<file path="src/rtl/glyph_pkg.sv">
package glyph_pkg;
   typedef enum logic [2:0] {
      SEL_COORD  = 3'd0,
      SEL_SPAN   = 3'd1,
      SEL_STEP   = 3'd2,
      SEL_COLORS = 3'd3,
      SEL_MASK   = 3'd4
   } glyph_sel_e;

   localparam int AXIS_X = 0;
   localparam int AXIS_Y = 1;
   localparam int N_AXES = 2;
endpackage

</file>
<file path="src/rtl/glyph_regs.sv">
module glyph_regs
   import glyph_pkg::*;
#(
   parameter int COORD_W = 16,
   parameter int PIX_W   = 32,
   parameter int MASK_W  = 32,
   parameter int SPAN_W  = 5
) (
   input  logic                 clk,
   input  logic                 rst_n,
   input  logic                 wr_fire,
   input  logic [2:0]           wr_sel,
   input  logic [2*PIX_W-1:0]   wr_data,
   input  logic                 row_done,
   output logic [COORD_W-1:0]   coord_x,
   output logic [COORD_W-1:0]   coord_y,
   output logic [SPAN_W-1:0]    span_field,
   output logic [PIX_W-1:0]     fg,
   output logic [PIX_W-1:0]     bg,
   output logic                 mask_start,
   output logic [MASK_W-1:0]    mask_word
);
   logic coord_wr, step_wr, span_wr, color_wr;
   logic [COORD_W-1:0] coord_q [N_AXES];
   logic [COORD_W-1:0] step_q  [N_AXES];

   assign coord_wr   = wr_fire && (wr_sel == SEL_COORD);
   assign step_wr    = wr_fire && (wr_sel == SEL_STEP);
   assign span_wr    = wr_fire && (wr_sel == SEL_SPAN);
   assign color_wr   = wr_fire && (wr_sel == SEL_COLORS);
   assign mask_start = wr_fire && (wr_sel == SEL_MASK);
   assign mask_word  = wr_data[MASK_W-1:0];

   for (genvar g = 0; g < N_AXES; g++) begin : g_axis
      always_ff @(posedge clk) begin
         if (!rst_n) begin
            coord_q[g] <= '0;
            step_q[g]  <= (g == AXIS_Y) ? COORD_W'(1) : '0;
         end else begin
            if (coord_wr)
               coord_q[g] <= wr_data[g*COORD_W +: COORD_W];
            else if (row_done)
               coord_q[g] <= coord_q[g] + step_q[g];
            if (step_wr)
               step_q[g] <= wr_data[g*COORD_W +: COORD_W];
         end
      end

      AST_COORD_HOLD: assert property (@(posedge clk) disable iff (!rst_n)
         (!row_done && !coord_wr) |=> $stable(coord_q[g]));
   end

   always_ff @(posedge clk) begin
      if (!rst_n) begin
         span_field <= '0;
         fg         <= '1;
         bg         <= '0;
      end else begin
         if (span_wr)
            span_field <= wr_data[SPAN_W-1:0];
         if (color_wr) begin
            fg <= wr_data[2*PIX_W-1:PIX_W];
            bg <= wr_data[PIX_W-1:0];
         end
      end
   end

   assign coord_x = coord_q[AXIS_X];
   assign coord_y = coord_q[AXIS_Y];
endmodule

</file>
<file path="src/rtl/glyph_span.sv">
module glyph_span #(
   parameter int MASK_W = 32,
   parameter int SPAN_W = 5
) (
   input  logic               clk,
   input  logic               rst_n,
   input  logic               start,
   input  logic [MASK_W-1:0]  mask,
   input  logic [SPAN_W-1:0]  span_field,
   output logic               busy,
   output logic [SPAN_W-1:0]  col,
   output logic               cur_bit,
   output logic               row_done
);
   logic [MASK_W-1:0] sh;
   logic [SPAN_W-1:0] last_q;
   logic [SPAN_W:0]   run_cnt;

   assign row_done = busy && (col == last_q);
   assign cur_bit  = sh[MASK_W-1];

   always_ff @(posedge clk) begin
      if (!rst_n) begin
         busy   <= 1'b0;
         sh     <= '0;
         col    <= '0;
         last_q <= '0;
      end else if (start) begin
         busy   <= 1'b1;
         sh     <= mask;
         col    <= '0;
         last_q <= span_field - SPAN_W'(1);
      end else if (busy) begin
         sh  <= sh << 1;
         col <= col + SPAN_W'(1);
         if (col == last_q)
            busy <= 1'b0;
      end
   end

   always_ff @(posedge clk) begin
      if (!rst_n)
         run_cnt <= '0;
      else if (start)
         run_cnt <= '0;
      else if (busy)
         run_cnt <= run_cnt + (SPAN_W+1)'(1);
   end

   AST_RUN_LENGTH: assert property (@(posedge clk) disable iff (!rst_n)
      $fell(busy) |-> (run_cnt == ({1'b0, $past(last_q)} + (SPAN_W+1)'(1))));

   AST_START_IDLE: assert property (@(posedge clk) disable iff (!rst_n)
      start |-> !busy);
endmodule

</file>
<file path="src/rtl/glyph_expand_top.sv">
module glyph_expand_top #(
   parameter int COORD_W = 16,
   parameter int PIX_W   = 32,
   parameter int MASK_W  = 32,
   parameter int OUT_REG = 0
) (
   input  logic                 clk,
   input  logic                 rst_n,
   input  logic                 reg_wr,
   input  logic [2:0]           reg_sel,
   input  logic [2*PIX_W-1:0]   reg_wdata,
   output logic                 reg_ready,
   output logic                 px_valid,
   output logic [COORD_W-1:0]   px_x,
   output logic [COORD_W-1:0]   px_y,
   output logic [PIX_W-1:0]     px_data
);
   localparam int SPAN_W = $clog2(MASK_W);

   if (MASK_W < 2 || (MASK_W & (MASK_W - 1)) != 0)
      $error("MASK_W must be a power of two of at least 2");
   if (COORD_W <= SPAN_W)
      $error("COORD_W must exceed the span index width");
   if (COORD_W > PIX_W || MASK_W > 2*PIX_W)
      $error("write data too narrow for coordinate or mask");
   if (OUT_REG < 0 || OUT_REG > 1)
      $error("OUT_REG must be 0 or 1");

   logic                wr_fire, mask_start, busy, cur_bit, row_done;
   logic [MASK_W-1:0]   mask_word;
   logic [SPAN_W-1:0]   span_field, col;
   logic [COORD_W-1:0]  coord_x, coord_y, x_c;
   logic [PIX_W-1:0]    fg, bg, pix_c;

   assign reg_ready = !busy;
   assign wr_fire   = reg_wr && reg_ready;

   glyph_regs #(
      .COORD_W(COORD_W), .PIX_W(PIX_W), .MASK_W(MASK_W), .SPAN_W(SPAN_W)
   ) i_regs (
      .clk(clk), .rst_n(rst_n), .wr_fire(wr_fire), .wr_sel(reg_sel),
      .wr_data(reg_wdata), .row_done(row_done),
      .coord_x(coord_x), .coord_y(coord_y), .span_field(span_field),
      .fg(fg), .bg(bg), .mask_start(mask_start), .mask_word(mask_word)
   );

   glyph_span #(
      .MASK_W(MASK_W), .SPAN_W(SPAN_W)
   ) i_span (
      .clk(clk), .rst_n(rst_n), .start(mask_start), .mask(mask_word),
      .span_field(span_field), .busy(busy), .col(col),
      .cur_bit(cur_bit), .row_done(row_done)
   );

   assign pix_c = cur_bit ? fg : bg;
   assign x_c   = coord_x + {{(COORD_W-SPAN_W){1'b0}}, col};

   if (OUT_REG == 0) begin : g_out_comb
      assign px_valid = busy;
      assign px_x     = x_c;
      assign px_y     = coord_y;
      assign px_data  = pix_c;
   end else begin : g_out_reg
      always_ff @(posedge clk) begin
         if (!rst_n) begin
            px_valid <= 1'b0;
            px_x     <= '0;
            px_y     <= '0;
            px_data  <= '0;
         end else begin
            px_valid <= busy;
            px_x     <= x_c;
            px_y     <= coord_y;
            px_data  <= pix_c;
         end
      end
   end

   AST_PIX_COLOR: assert property (@(posedge clk) disable iff (!rst_n)
      px_valid |-> (px_data == fg || px_data == bg));
endmodule

</file>
<file path="config.mk">
export PLATFORM = sky130hd
export DESIGN_NAME = glyph_expand_top
export DESIGN_NICKNAME = d
export VERILOG_FILES = /design/src/rtl/glyph_pkg.sv /design/src/rtl/glyph_regs.sv /design/src/rtl/glyph_span.sv /design/src/rtl/glyph_expand_top.sv
export SDC_FILE = /design/constraint.sdc
export NUM_CORES = 1
export LEC_CHECK = 0
export BUFFER_PORTS_ARGS = -buffer_cell sky130_fd_sc_hd__clkbuf_2
export CELL_PAD_IN_SITES_DETAIL_PLACEMENT = 2
export CELL_PAD_IN_SITES_GLOBAL_PLACEMENT = 2
export CORE_MARGIN = 2
export CORE_UTILIZATION = 38
export CTS_CLUSTER_SIZE = 16
export DETAILED_ROUTE_END_ITERATION = 8
export PLACE_DENSITY = 0.87
export SYNTH_ARGS = -nofsm -noshare
export SYNTH_HDL_FRONTEND = slang
export SYNTH_SLANG_ARGS = --single-unit
export TNS_END_PERCENT = 30
</file>
<file path="constraint.sdc">
create_clock -name clk -period 9.8 [get_ports clk]
set_clock_uncertainty 0.15 [all_clocks]
set_input_delay 1.47 -clock clk [delete_from_list [all_inputs] [get_ports clk]]
set_output_delay 1.47 -clock clk [all_outputs]
set_load 0.005 [all_outputs]
</file>
Word-level counts from Yosys, hierarchy flattened --
Memory sizes are Yosys's and may differ from the RTL's. Cells that the tools add are included. W data, S select, Z words.
Word-level totals: RAM bits 64, output and inout port bits 66, memories 2, register bits after elaboration 112, input bits 70, logic and storage cells 60
Memories:
- i_regs.coord_q | words 2, bits a word 16, rd ports 2, clocked after memory_dff 0, wr ports 2, line glyph_regs.sv:24 | logic [COORD_W-1:0] coord_q [N_AXES];
- i_regs.step_q | words 2, bits a word 16, rd ports 2, clocked after memory_dff 0, wr ports 2, line glyph_regs.sv:25 | logic [COORD_W-1:0] step_q [N_AXES];
Operators by class: $add $sub $neg 5, reductions and logical operators 11, bitwise logic cells 7, equal/unequal tests 5, multiplexer cells 23
Operators by type and width (count):
- $mux W16 | 6
- $mux W32 | 3
- $add A16 B16 Y16 | 2
- $add A16 B5 Y16 | 1
- $mux W1 | 14
- $logic_and A1 B1 Y1 | 7
- $eq A3 B2 Y1 const B | 2
- $or A1 B1 Y1 | 6
- $add A5 B1 Y5 const B | 1
- $eq A5 B5 Y1 | 1
- $sub A5 B1 Y5 const B | 1
- $eq A3 B1 Y1 const B | 1
- $eq A3 B3 Y1 const B | 1
- $logic_not A3 Y1 | 1
- $reduce_bool A2 Y1 | 1
- $reduce_or A2 Y1 | 1
- $logic_not A1 Y1 | 1
- $not A1 Y1 | 1

Depth between registers and ports, before layout --
Gate-level depths: netlist of run 1.
depth in word-level cells 8, mapped depth 10, gate-level depth less buffers 10

Cells and area by module --
A second synthesis of run 1 with hierarchy kept.
Second synthesis, totals: cells, all modules 998, area total of the unflattened synthesis 9287.7 sq um
By module, submodules not included:
- glyph_regs | seq. area each 3303.2 sq um, times used 1, cells an instance 680, area each 6482.5 sq um
- glyph_span | seq. area each 860.8 sq um, times used 1, cells an instance 229, area each 2031.9 sq um
- glyph_expand_top | seq. area each 0.0 sq um, times used 1, cells an instance 89, area each 773.2 sq um

Worst setup path after synthesis of run 1 --
Ideal clock, no wire load.
path kind in2reg, start in reg_wr, end mem i_regs.step_q[0][0] (enable), setup slack 4.926 ns, buffers on the path 0, stages on the path 4, library setup time 0.466 ns, arrival 4.258 ns, data required time 9.184 ns, cells stage by stage nor2b_1 -> nor2b_1 -> nand2_1 -> o21ai_0
RTL lines:
- start: declaration | line glyph_expand_top.sv:9 | input logic reg_wr,
- end: declaration | line glyph_regs.sv:25

Final worst setup path of run 1 --
start reg i_span.col[0], end out px_x[10]
Between the ends: cells in the longest elaborated chain, start to end 1
Ends and longest elaborated chain:
- start: declaration | line glyph_span.sv:11 | output logic [SPAN_W-1:0] col,
- start signal: assignment | line glyph_span.sv:35 | col <= col + SPAN_W'(1);
- $add A16 B5 Y16 | line glyph_expand_top.sv:56 | assign x_c = coord_x + {{(COORD_W-SPAN_W){1'b0}}, col};
- end: declaration | line glyph_expand_top.sv:14 | output logic [COORD_W-1:0] px_x,
Every way passes these cells.

==> results of run 1 <==
==> report_power, final <==
part | switching (W) | internal (W)
combinational | 0.000120 | 0.0000765
sequential | 0.0000185 | 0.000784
clock | 0.000301 | 0.000418
total | 0.000439 | 0.00128
==> worst reg2reg max path, stage by stage, from the launching register on <==
cell and delay (ns):
edfxtp_1 0.42, ha_1 0.28, fa_1 0.44, a211oi_1 0.35, nor2_1 0.14, o31ai_1 0.48
o21ai_1 0.25, a41oi_1 0.36, xnor2_1 0.11, a22o_1 0.20
==> synth_stat cells, types with 2 or more instances <==
| cell | number |
|---|---|
| nand2_1 | 178 |
| dfxtp_1 | 112 |
| a21oi_1 | 87 |
| edfxtp_1 | 64 |
| clkbuf_1 | 44 |
| nand3_1 | 40 |
| nor2_1 | 38 |
| ha_1 | 37 |
| xnor2_1 | 35 |
| and2_1 | 34 |
| a22o_1 | 32 |
| mux2_2 | 32 |
| a22oi_1 | 31 |
| xor2_1 | 17 |
| o21ai_0 | 16 |
| a211oi_1 | 15 |
| inv_1 | 10 |
| a21o_1 | 9 |
| nor2b_1 | 8 |
| and3_1 | 6 |
| buf_1 | 6 |
| mux2i_1 | 6 |
| nand4_1 | 6 |
| o21a_1 | 6 |
| a21boi_0 | 4 |
| nor3_1 | 4 |
| fa_1 | 3 |
| and4_1 | 2 |
| nand2b_1 | 2 |
==> path summary, 6_finish.rpt <==
path | to | slack (ns) | cells past startpoint
setup / recovery | px_x[10] | 5.23 | 11
hold / removal | i_span.sh[5] | 0.31 | 2
setup reg to reg | i_regs.coord_q[0][14] | 6.36 | 9
hold reg to reg | i_span.sh[5] | 0.31 | 2
==> through the flow <==
stage	util	instance area [µm²]	setup WS [ns]
6_report	0.454	10200	5.23
5_1_grt	0.454	10200	4.85
4_1_cts	0.454	10200	5.16
3_5_place_dp	0.426	9560	5.71
3_3_place_gp	0.426	9560	5.86
2_1_floorplan	-	8610	4.93
==> cell families after synthesis <==
family,Yosys count
DFF,176
buffers and inverters,62
xor gates and xnor gates,52
adders and majority gates,40
muxes,38
and+or+nand+nor,321
AOI/OAI and AO/OA,212
==> layout make-up <==
type	count	area, µm²
Tap cell	285	357
Fill cell	2423	12300
Clock inverter	9	86.3
Inverter	11	41.3
Sequential cell	176	4160
Timing Repair Buffer	144	743
Multi-Input combinational cell	663	4250
Clock buffer	23	542
==> layout by cell type (no fill, tap or decap), types with 3 or more instances in the layout <==
cell       instances
a211oi_1          15
nor2b_1            8
a22o_1            32
clkbuf_2         135
nand2_1          178
nor2_1            35
a21boi_0           4
and3_1             5
edfxtp_1          64
nand3_1           39
o21a_1             6
nand4_1            6
buf_4              9
mux2_2            32
o21ai_0           15
a21oi_1           87
xor2_1            17
dfxtp_1          112
clkbuf_8           3
xnor2_1           35
a21o_1             9
ha_1              37
nor3_1             3
mux2i_1            6
clkbuf_16         20
and2_1            34
a22oi_1           31
fa_1               3
inv_1             10
==> metal layers <==
metal / routed length [µm] / share of wire / track usage / vias up
met5: 0 / 0 / 0 / -
li1: - / - / - / 3424
met1: 12700 / 0.46 / 0.315 / 3655
met3: 919 / 0.033 / 0.0345 / 40
met4: 518 / 0.019 / 0.0741 / 0
met2: 13700 / 0.49 / 0.407 / 166
==> registers in the layout, indices dropped and copies added, names as in the netlist <==
signal,count
i_regs.bg,32
i_regs.coord_q,32
i_regs.fg,32
i_regs.step_q,32
i_span.sh,32
i_regs.span_field,5
i_span.col,5
i_span.last_q,5
i_span.busy,1
==> impl_metrics.tcl, run 1 <==
set metrics [dict create \
    status "complete, no violations" \
    die_h_um 155 \
    crit_path_max_incr_delay_ns 0.44 \
    synth-adder-area-share 0.0607 \
    maxCapViolations 0 \
    synthCells 901 \
    cp_common_cell "o21ai_0" \
    grt_max_degree 76 \
    drc 0 \
    fp.dieArea_um2 23900 \
    mappedNetlistArea_um2 8610 \
    setup_viol 0 \
    avgViaCountPerCell 5.56 \
    ys_ff_latch 176 \
    synthArstFlopShare 0 \
    crit_family "compound AO/OA/AOI/OAI gates" \
    pin_count 136 \
    synth_edf_count 64 \
    grt_antenna_before_repair 0 \
    synth_top_cell_area_share 0.260 \
    whs_ns 0.309 \
    synth.area.mux_share 0.0488 \
    hpwl_mm 18.4 \
    p_leak_nw 4.25 \
    vias 7285 \
    fin_nets 1123 \
    tns_ns 0 \
    worstPathArrival_ns 2.95 \
    diodes 0 \
    hold_start "i_span.sh[5]" \
    worstSetupEndpointType "output port" \
    tightest_slew_ns 0.923 \
    synthXorXnorAreaFrac 0.0529 \
    synth_flop_cell "dfxtp_1" \
    synthTopCellsByArea "dfxtp_1 (26%), edfxtp_1 (22%), nand2_1 (7.8%)" \
    grt_pass1_wl_mm 44.5 \
    drive_above_1_share 0.212 \
    initial_core_util 0.384 \
    syn_avg_cell_area_um2 9.56 \
    final-max-slew-violation-count 0 \
    synth-simple-area-share 0.166 \
    dp_cells 1279 \
    hold_viol 0 \
    r2r_start "i_regs.coord_q[0][0]" \
    groute.usage.overall 0.239 \
    gp_congestion 0.825 \
    relSlewSlack 0.383 \
    crit_chain "ha_1 > inv_1 > fa_1 > nor2b_1 > o21ai_0 > a21boi_0 > o21ai_0 > nor2_1 > nand2_1 > xnor2_1 > clkbuf_2" \
    wl_per_cell_um 21.3 \
    crit_type "reg2out" \
    rsz0062_at_grt "no" \
    yosysSeqAreaShare 0.484 \
    cts-root-buf "clkbuf_16" \
    startpoint "i_span.col[0]" \
    drt_iter0_markers 364 \
    p_per_area_nw_per_um2 169 \
    cts_tree "done" \
    routed_wl_mm 27.9 \
    worstHoldPathType "reg2reg" \
    die_w_um 155 \
    yosysUniqueCellTypes 46 \
    numCtsBuffers 17 \
    finalNonFillerCells 1311 \
    fmax_ghz 0.219 \
    cp_slowest_cell "dfxtp_1" \
    clock_sinks 176 \
    overflow 0 \
    clk-insertion-delay-late_ns 0.43 \
    core.rowCount 55 \
    final_antenna_net_count 0 \
    required_ns 8.18 \
    area_growth_pct 18.3 \
    cp_max_fo 5 \
    grt_pass1_vias 7836 \
    htree_levels 4 \
    synth_compound_area_frac 0.161 \
    core_area_um2 22400 \
    cts.hold.buffers_added 0 \
    firstDrtPassIters 5 \
    clkTransAtPathRegs_ns 0.07 \
    worst-path-buf-inv 2 \
    yosys.area.top_type "dfxtp_1" \
    synth_nets 1011 \
    vdd.ir_drop.worst_uv 122 \
    fin_crit_sh 0.466 \
    period_needed_ns 4.57 \
    clk_path_buf_depth 2 \
    io_buffers 135 \
    post_cts_buffers 0 \
    ctsResizeCount 0 \
    yosys_warnings 0 \
    startpoint_type "flip-flop" \
    p_total_w 0.00172 \
    synth_top_family_by_area "simple AND/OR/NAND/NOR gates" \
]
Note: power is estimated with default switching activity, not from simulation.
==> run 2: changes to the inputs <==
CORE_UTILIZATION = 35   (was 38)
PLACE_DENSITY = 0.81   (was 0.87)
clock period = 4.6 ns   (was 9.8 ns; I/O delays follow)
==> run 2 against run 1 <==
Against the previous run:
- sequential cell count did not move
- via count fell by 1.1%
- core utilization decreased by 3.6 points
- sequential share of layout area up 0.19 points
- critical path depth is the same
- register-to-register slack lost 4.9 ns
- non-clock buffer count up 5
- critical path type unchanged
- largest cell class unchanged
- highest routed layer unchanged
==> impl_metrics.tcl, run 2 (synthesis gave the netlist of run 1 again) <==
set metrics [dict create \
    fin_nets 1128 \
    clkTransAtPathRegs_ns 0.06 \
    core_area_um2 24200 \
    period_needed_ns 3.74 \
    grt_pass1_wl_mm 43.5 \
    setup_viol 0 \
    crit_type "reg2out" \
    whs_ns 0.309 \
    hold_viol 0 \
    avgViaCountPerCell 5.33 \
    hpwl_mm 19.1 \
    grt_max_degree 77 \
    clk-insertion-delay-late_ns 0.43 \
    final_antenna_net_count 0 \
    r2r_start "i_regs.coord_q[0][0]" \
    cts_tree "done" \
    p_per_area_nw_per_um2 341 \
    wl_per_cell_um 20.2 \
    final-max-slew-violation-count 0 \
    multi_input_area_um2 4230 \
    initial_core_util 0.355 \
    core.rowCount 57 \
    startpoint_type "flip-flop" \
    io_buffers 135 \
    grt_antenna_before_repair 0 \
    worstHoldPathType "reg2reg" \
    tns_ns 0 \
    p_leak_nw 4.21 \
    htree_levels 4 \
    ctsResizeCount 0 \
    routed_wl_mm 27.4 \
    worstSetupEndpointType "output port" \
    firstDrtPassIters 4 \
    tightest_slew_ns 0.995 \
    seq_area_um2 4160 \
    diodes 0 \
    numCtsBuffers 17 \
    fmax_ghz 0.267 \
    grt_pass1_vias 8005 \
    post-route-cell-area_um2 10100 \
    ff2ff_setup_slack_ns 1.48 \
    r2r_end "i_regs.coord_q[0][14]" \
    status "complete, no violations" \
    p_total_w 0.00346 \
    layout_commonest_cell "nand2_1" \
    placed_area_um2 9630 \
    fin_crit_sh 0.814 \
    vias 7207 \
    nFillCells 2677 \
    clock_sinks 176 \
    cts-root-buf "clkbuf_16" \
    final_cell_mix "nand2_1 (178), clkbuf_2 (136), dfxtp_1 (112), a21oi_1 (87), edfxtp_1 (64)" \
    maxCapViolations 0 \
    die_h_um 161 \
    clk_path_buf_depth 2 \
    post_cts_buffers 0 \
    cts.hold.buffers_added 0 \
    rsz0062_at_grt "no" \
    overflow 0 \
    startpoint "i_span.col[0]" \
    gp_congestion 0.788 \
    cp_max_fo 5 \
    pin_count 136 \
    drive_above_1_share 0.207 \
    drt_iter0_markers 303 \
    drc 0 \
    timing.critical_path.to "px_x[10]" \
    required_ns 3.76 \
    die_w_um 161 \
    fp.dieArea_um2 25900 \
    vdd.ir_drop.worst_uv 246 \
    worstPathArrival_ns 2.90 \
    groute.usage.overall 0.215 \
    relSlewSlack 0.336 \
    area_growth_pct 17.7 \
    r2r_cells 9 \
]
==> run 2: power breakdown <==
part | internal (W) | total [W] | leakage [nW] | switching (W)
clock network | 0.000743 | 0.00133 | 0.251 | 0.000589
registers | 0.00167 | 0.00171 | 1.57 | 0.0000389
logic | 0.000164 | 0.000416 | 2.39 | 0.000251
total | 0.00258 | 0.00346 | 4.21 | 0.000880
==> run 2: how the worst min path moves through the flow <==
stage,to,start,cells after the start
global placement,i_regs.bg[22],i_regs.bg[22],2
floorplan,i_regs.bg[0],i_regs.bg[0],2
CTS,i_regs.fg[21],reg_wdata[53],3
global route,i_regs.fg[21],reg_wdata[53],3
detailed placement,i_span.sh[29],i_span.sh[29],2
finish,i_span.sh[2],i_span.sh[2],2
==> run 2: critical path, stage by stage, from the launching register on <==
cell      delay, ns
dfxtp_1        0.45
ha_1           0.21
inv_1          0.06
fa_1           0.40
nor2b_1        0.12
o21ai_0        0.12
a21boi_0       0.26
o21ai_0        0.21
nor2_1         0.24
nand2_1        0.10
xnor2_1        0.16
clkbuf_2       0.14
==> run 2: layer usage <==
| layer | part of all wire | track usage | vias up | wire, µm |
|---|---|---|---|---|
| met3 | 0.041 | 0.0367 | 41 | 1130 |
| met2 | 0.48 | 0.362 | 159 | 13000 |
| met5 | 0 | 0 | - | 0 |
| met4 | 0.025 | 0.0718 | 0 | 680 |
| met1 | 0.46 | 0.282 | 3591 | 12500 |
| li1 | - | - | 3416 | - |
==> run 2: through the flow <==
step / util / setup slack [ns] / instances
floorplan: - / 0.506 / 901
global placement: 0.397 / 1.40 / 1323
detailed placement: 0.397 / 1.28 / 1323
CTS: 0.418 / 0.819 / 1351
global route: 0.418 / 0.543 / 1351
finish: 0.418 / 0.857 / 1351
==> run 2: final cells by class <==
cell class | count | share of cell area
Clock inverter | 1 | 0.000494
Inverter | 11 | 0.00407
Multi-Input combinational cell | 663 | 0.418
Clock buffer | 27 | 0.0499
Tap cell | 324 | 0.0400
Timing Repair Buffer | 149 | 0.0770
Sequential cell | 176 | 0.411
==> run 3: changes to the inputs <==
CORE_UTILIZATION = 32   (was 35)
PLACE_DENSITY = 0.78   (was 0.81)
clock period = 3.3 ns   (was 4.6 ns; I/O delays follow)
==> run 3 against run 2 <==
Against the previous run:
- die area up 9.1%
- first-iteration DRC count down 1.7%
- sequential cell count unchanged
- critical endpoint is now px_x[4]
- largest power group unchanged
- highest routed layer unchanged
==> impl_metrics.tcl, run 3 (synthesis gave the netlist of run 1 again) <==
set metrics [dict create \
    numCtsBuffers 17 \
    cp_slowest_cell "edfxtp_1" \
    p_per_area_nw_per_um2 487 \
    cts.hold.buffers_added 0 \
    fin_nets 1139 \
    layout_commonest_cell "nand2_1" \
    placed_area_um2 9730 \
    fp.dieArea_um2 28200 \
    cp_common_cell "buf_4" \
    r2r_cells 10 \
    crit_type "reg2out" \
    clk-insertion-delay-late_ns 0.43 \
    cts-root-buf "clkbuf_16" \
    startpoint_type "flip-flop" \
    worst-path-buf-inv 7 \
    required_ns 2.65 \
    tns_ns 0 \
    nFillCells 2923 \
    crit_cells 13 \
    cp_max_fo 2 \
    clock_sinks 176 \
    tightest_slew_ns 0.809 \
    wl_per_cell_um 19.4 \
    worstPathArrival_ns 2.54 \
    worstSetupEndpointType "output port" \
    drc 0 \
    hold_viol 0 \
    core.rowCount 60 \
    initial_core_util 0.323 \
    vias 7130 \
    r2r_start "i_regs.coord_q[0][0]" \
    avgViaCountPerCell 5.15 \
    final-max-slew-violation-count 0 \
    drt_iter0_markers 298 \
    fmax_ghz 0.314 \
    firstDrtPassIters 4 \
    io_buffers 135 \
    crit_family "buffers and inverters" \
    routed_wl_mm 26.8 \
    core_area_um2 26700 \
    gp_congestion 0.788 \
    crit_path_max_incr_delay_ns 0.43 \
    overflow 0 \
    final_cell_mix "nand2_1 (178), clkbuf_2 (135), dfxtp_1 (111), a21oi_1 (86), edfxtp_1 (64)" \
    area_growth_pct 20.9 \
    status "complete, no violations" \
    hpwl_mm 19.2 \
    cts_tree "done" \
    grt_antenna_before_repair 2 \
    startpoint "i_regs.coord_q[0][0]" \
    htree_levels 4 \
    crit_chain "ha_2 > inv_1 > fa_2 > nor2b_1 > o21ai_2 > a21boi_2 > buf_4 > buf_4 > buf_4 > buf_4 > buf_4 > nor2_1 > clkbuf_2" \
    final_util 0.391 \
    clk_path_buf_depth 2 \
    hold_start "reg_wdata[35]" \
    period_needed_ns 3.18 \
    maxCapViolations 0 \
    groute.usage.overall 0.193 \
    die_h_um 168 \
    pin_count 136 \
    drive_above_1_share 0.229 \
    setup_viol 0 \
    finalNonFillerCells 1384 \
    dp_cells 1345 \
    grt_pass1_vias 7629 \
    grt_pass1_wl_mm 42.9 \
    hold_path_depth 3 \
    whs_ns 0.120 \
    fin_crit_sh 0.964 \
    post-route-cell-area_um2 10400 \
    final_antenna_net_count 0 \
    clkTransAtPathRegs_ns 0.07 \
    p_leak_nw 4.32 \
    grt_max_degree 76 \
    vdd.ir_drop.worst_uv 344 \
    relSlewSlack 0.461 \
    die_w_um 168 \
    worstHoldPathType "in2reg" \
]
==> run 3: changes by cell type in the layout (fill, tap and decap cells not counted), sizes merged <==
cell	delta
buf	+11
clkbuf	-9
clkinv	+5
bufinv	+4
clkinvlp	+4
diode	+1
==> run 3: worst paths after layout <==
path                            to  slack, ns
max reg2reg  i_regs.coord_q[0][14]       0.26
min                   i_regs.fg[3]       0.12
min reg2reg          i_regs.bg[19]       0.31
max                        px_x[4]       0.12
==> run 3: per-layer routing <==
layer / vias to the layer above / global-route usage / wire length (µm)
li1: 3452 / - / -
met5: - / 0 / 0
met2: 121 / 0.317 / 12700
met3: 22 / 0.0308 / 843
met4: 0 / 0.0510 / 382
met1: 3535 / 0.266 / 12900
==> run 3: what timing repair did <==
| item | CTS | global route |
|---|---|---|
| resized for setup | 5 | 10 |
| setup buffers | 5 | 1 |
| setup endpoints to repair | 4 | 10 |
| pin swaps | 2 | 2 |
==> run 3: area by class of cell <==
class                      instances  area (µm²)  area share
tap                              341         427      0.0410
clock inverter                    14         171      0.0165
clock buffer                      18         429      0.0412
sequential                       176        4170       0.400
multi-input combinational        663        4270       0.410
antenna                            1        2.50    0.000240
inverter                          11        41.3     0.00397
timing repair buffer             160         901      0.0865
==> run 3: power breakdown <==
part	switching, W	total [W]	internal, W
clock	0.000858	0.00211	0.00125
sequential	0.0000517	0.00238	0.00233
combinational	0.000347	0.000584	0.000237
total	0.00126	0.00507	0.00381
==> run 3: worst register-to-register path, cell delays in order, from the launching register on <==
cell      delay (ns)
edfxtp_1        0.43
ha_1            0.28
fa_1            0.45
a211oi_1        0.27
nor2_1          0.12
o31ai_1         0.26
buf_4           0.18
o21ai_1         0.11
a41oi_1         0.27
xnor2_1         0.09
a22o_1          0.19
==> run 3: metrics by stage <==
step                      total power [W]  worst slack [ns]
after global routing              0.00529           -0.0230
after detailed placement          0.00301             0.204
final                             0.00507             0.119
after floorplan                   0.00275             0.266
after CTS                         0.00514            0.0111
after global placement            0.00298             0.323
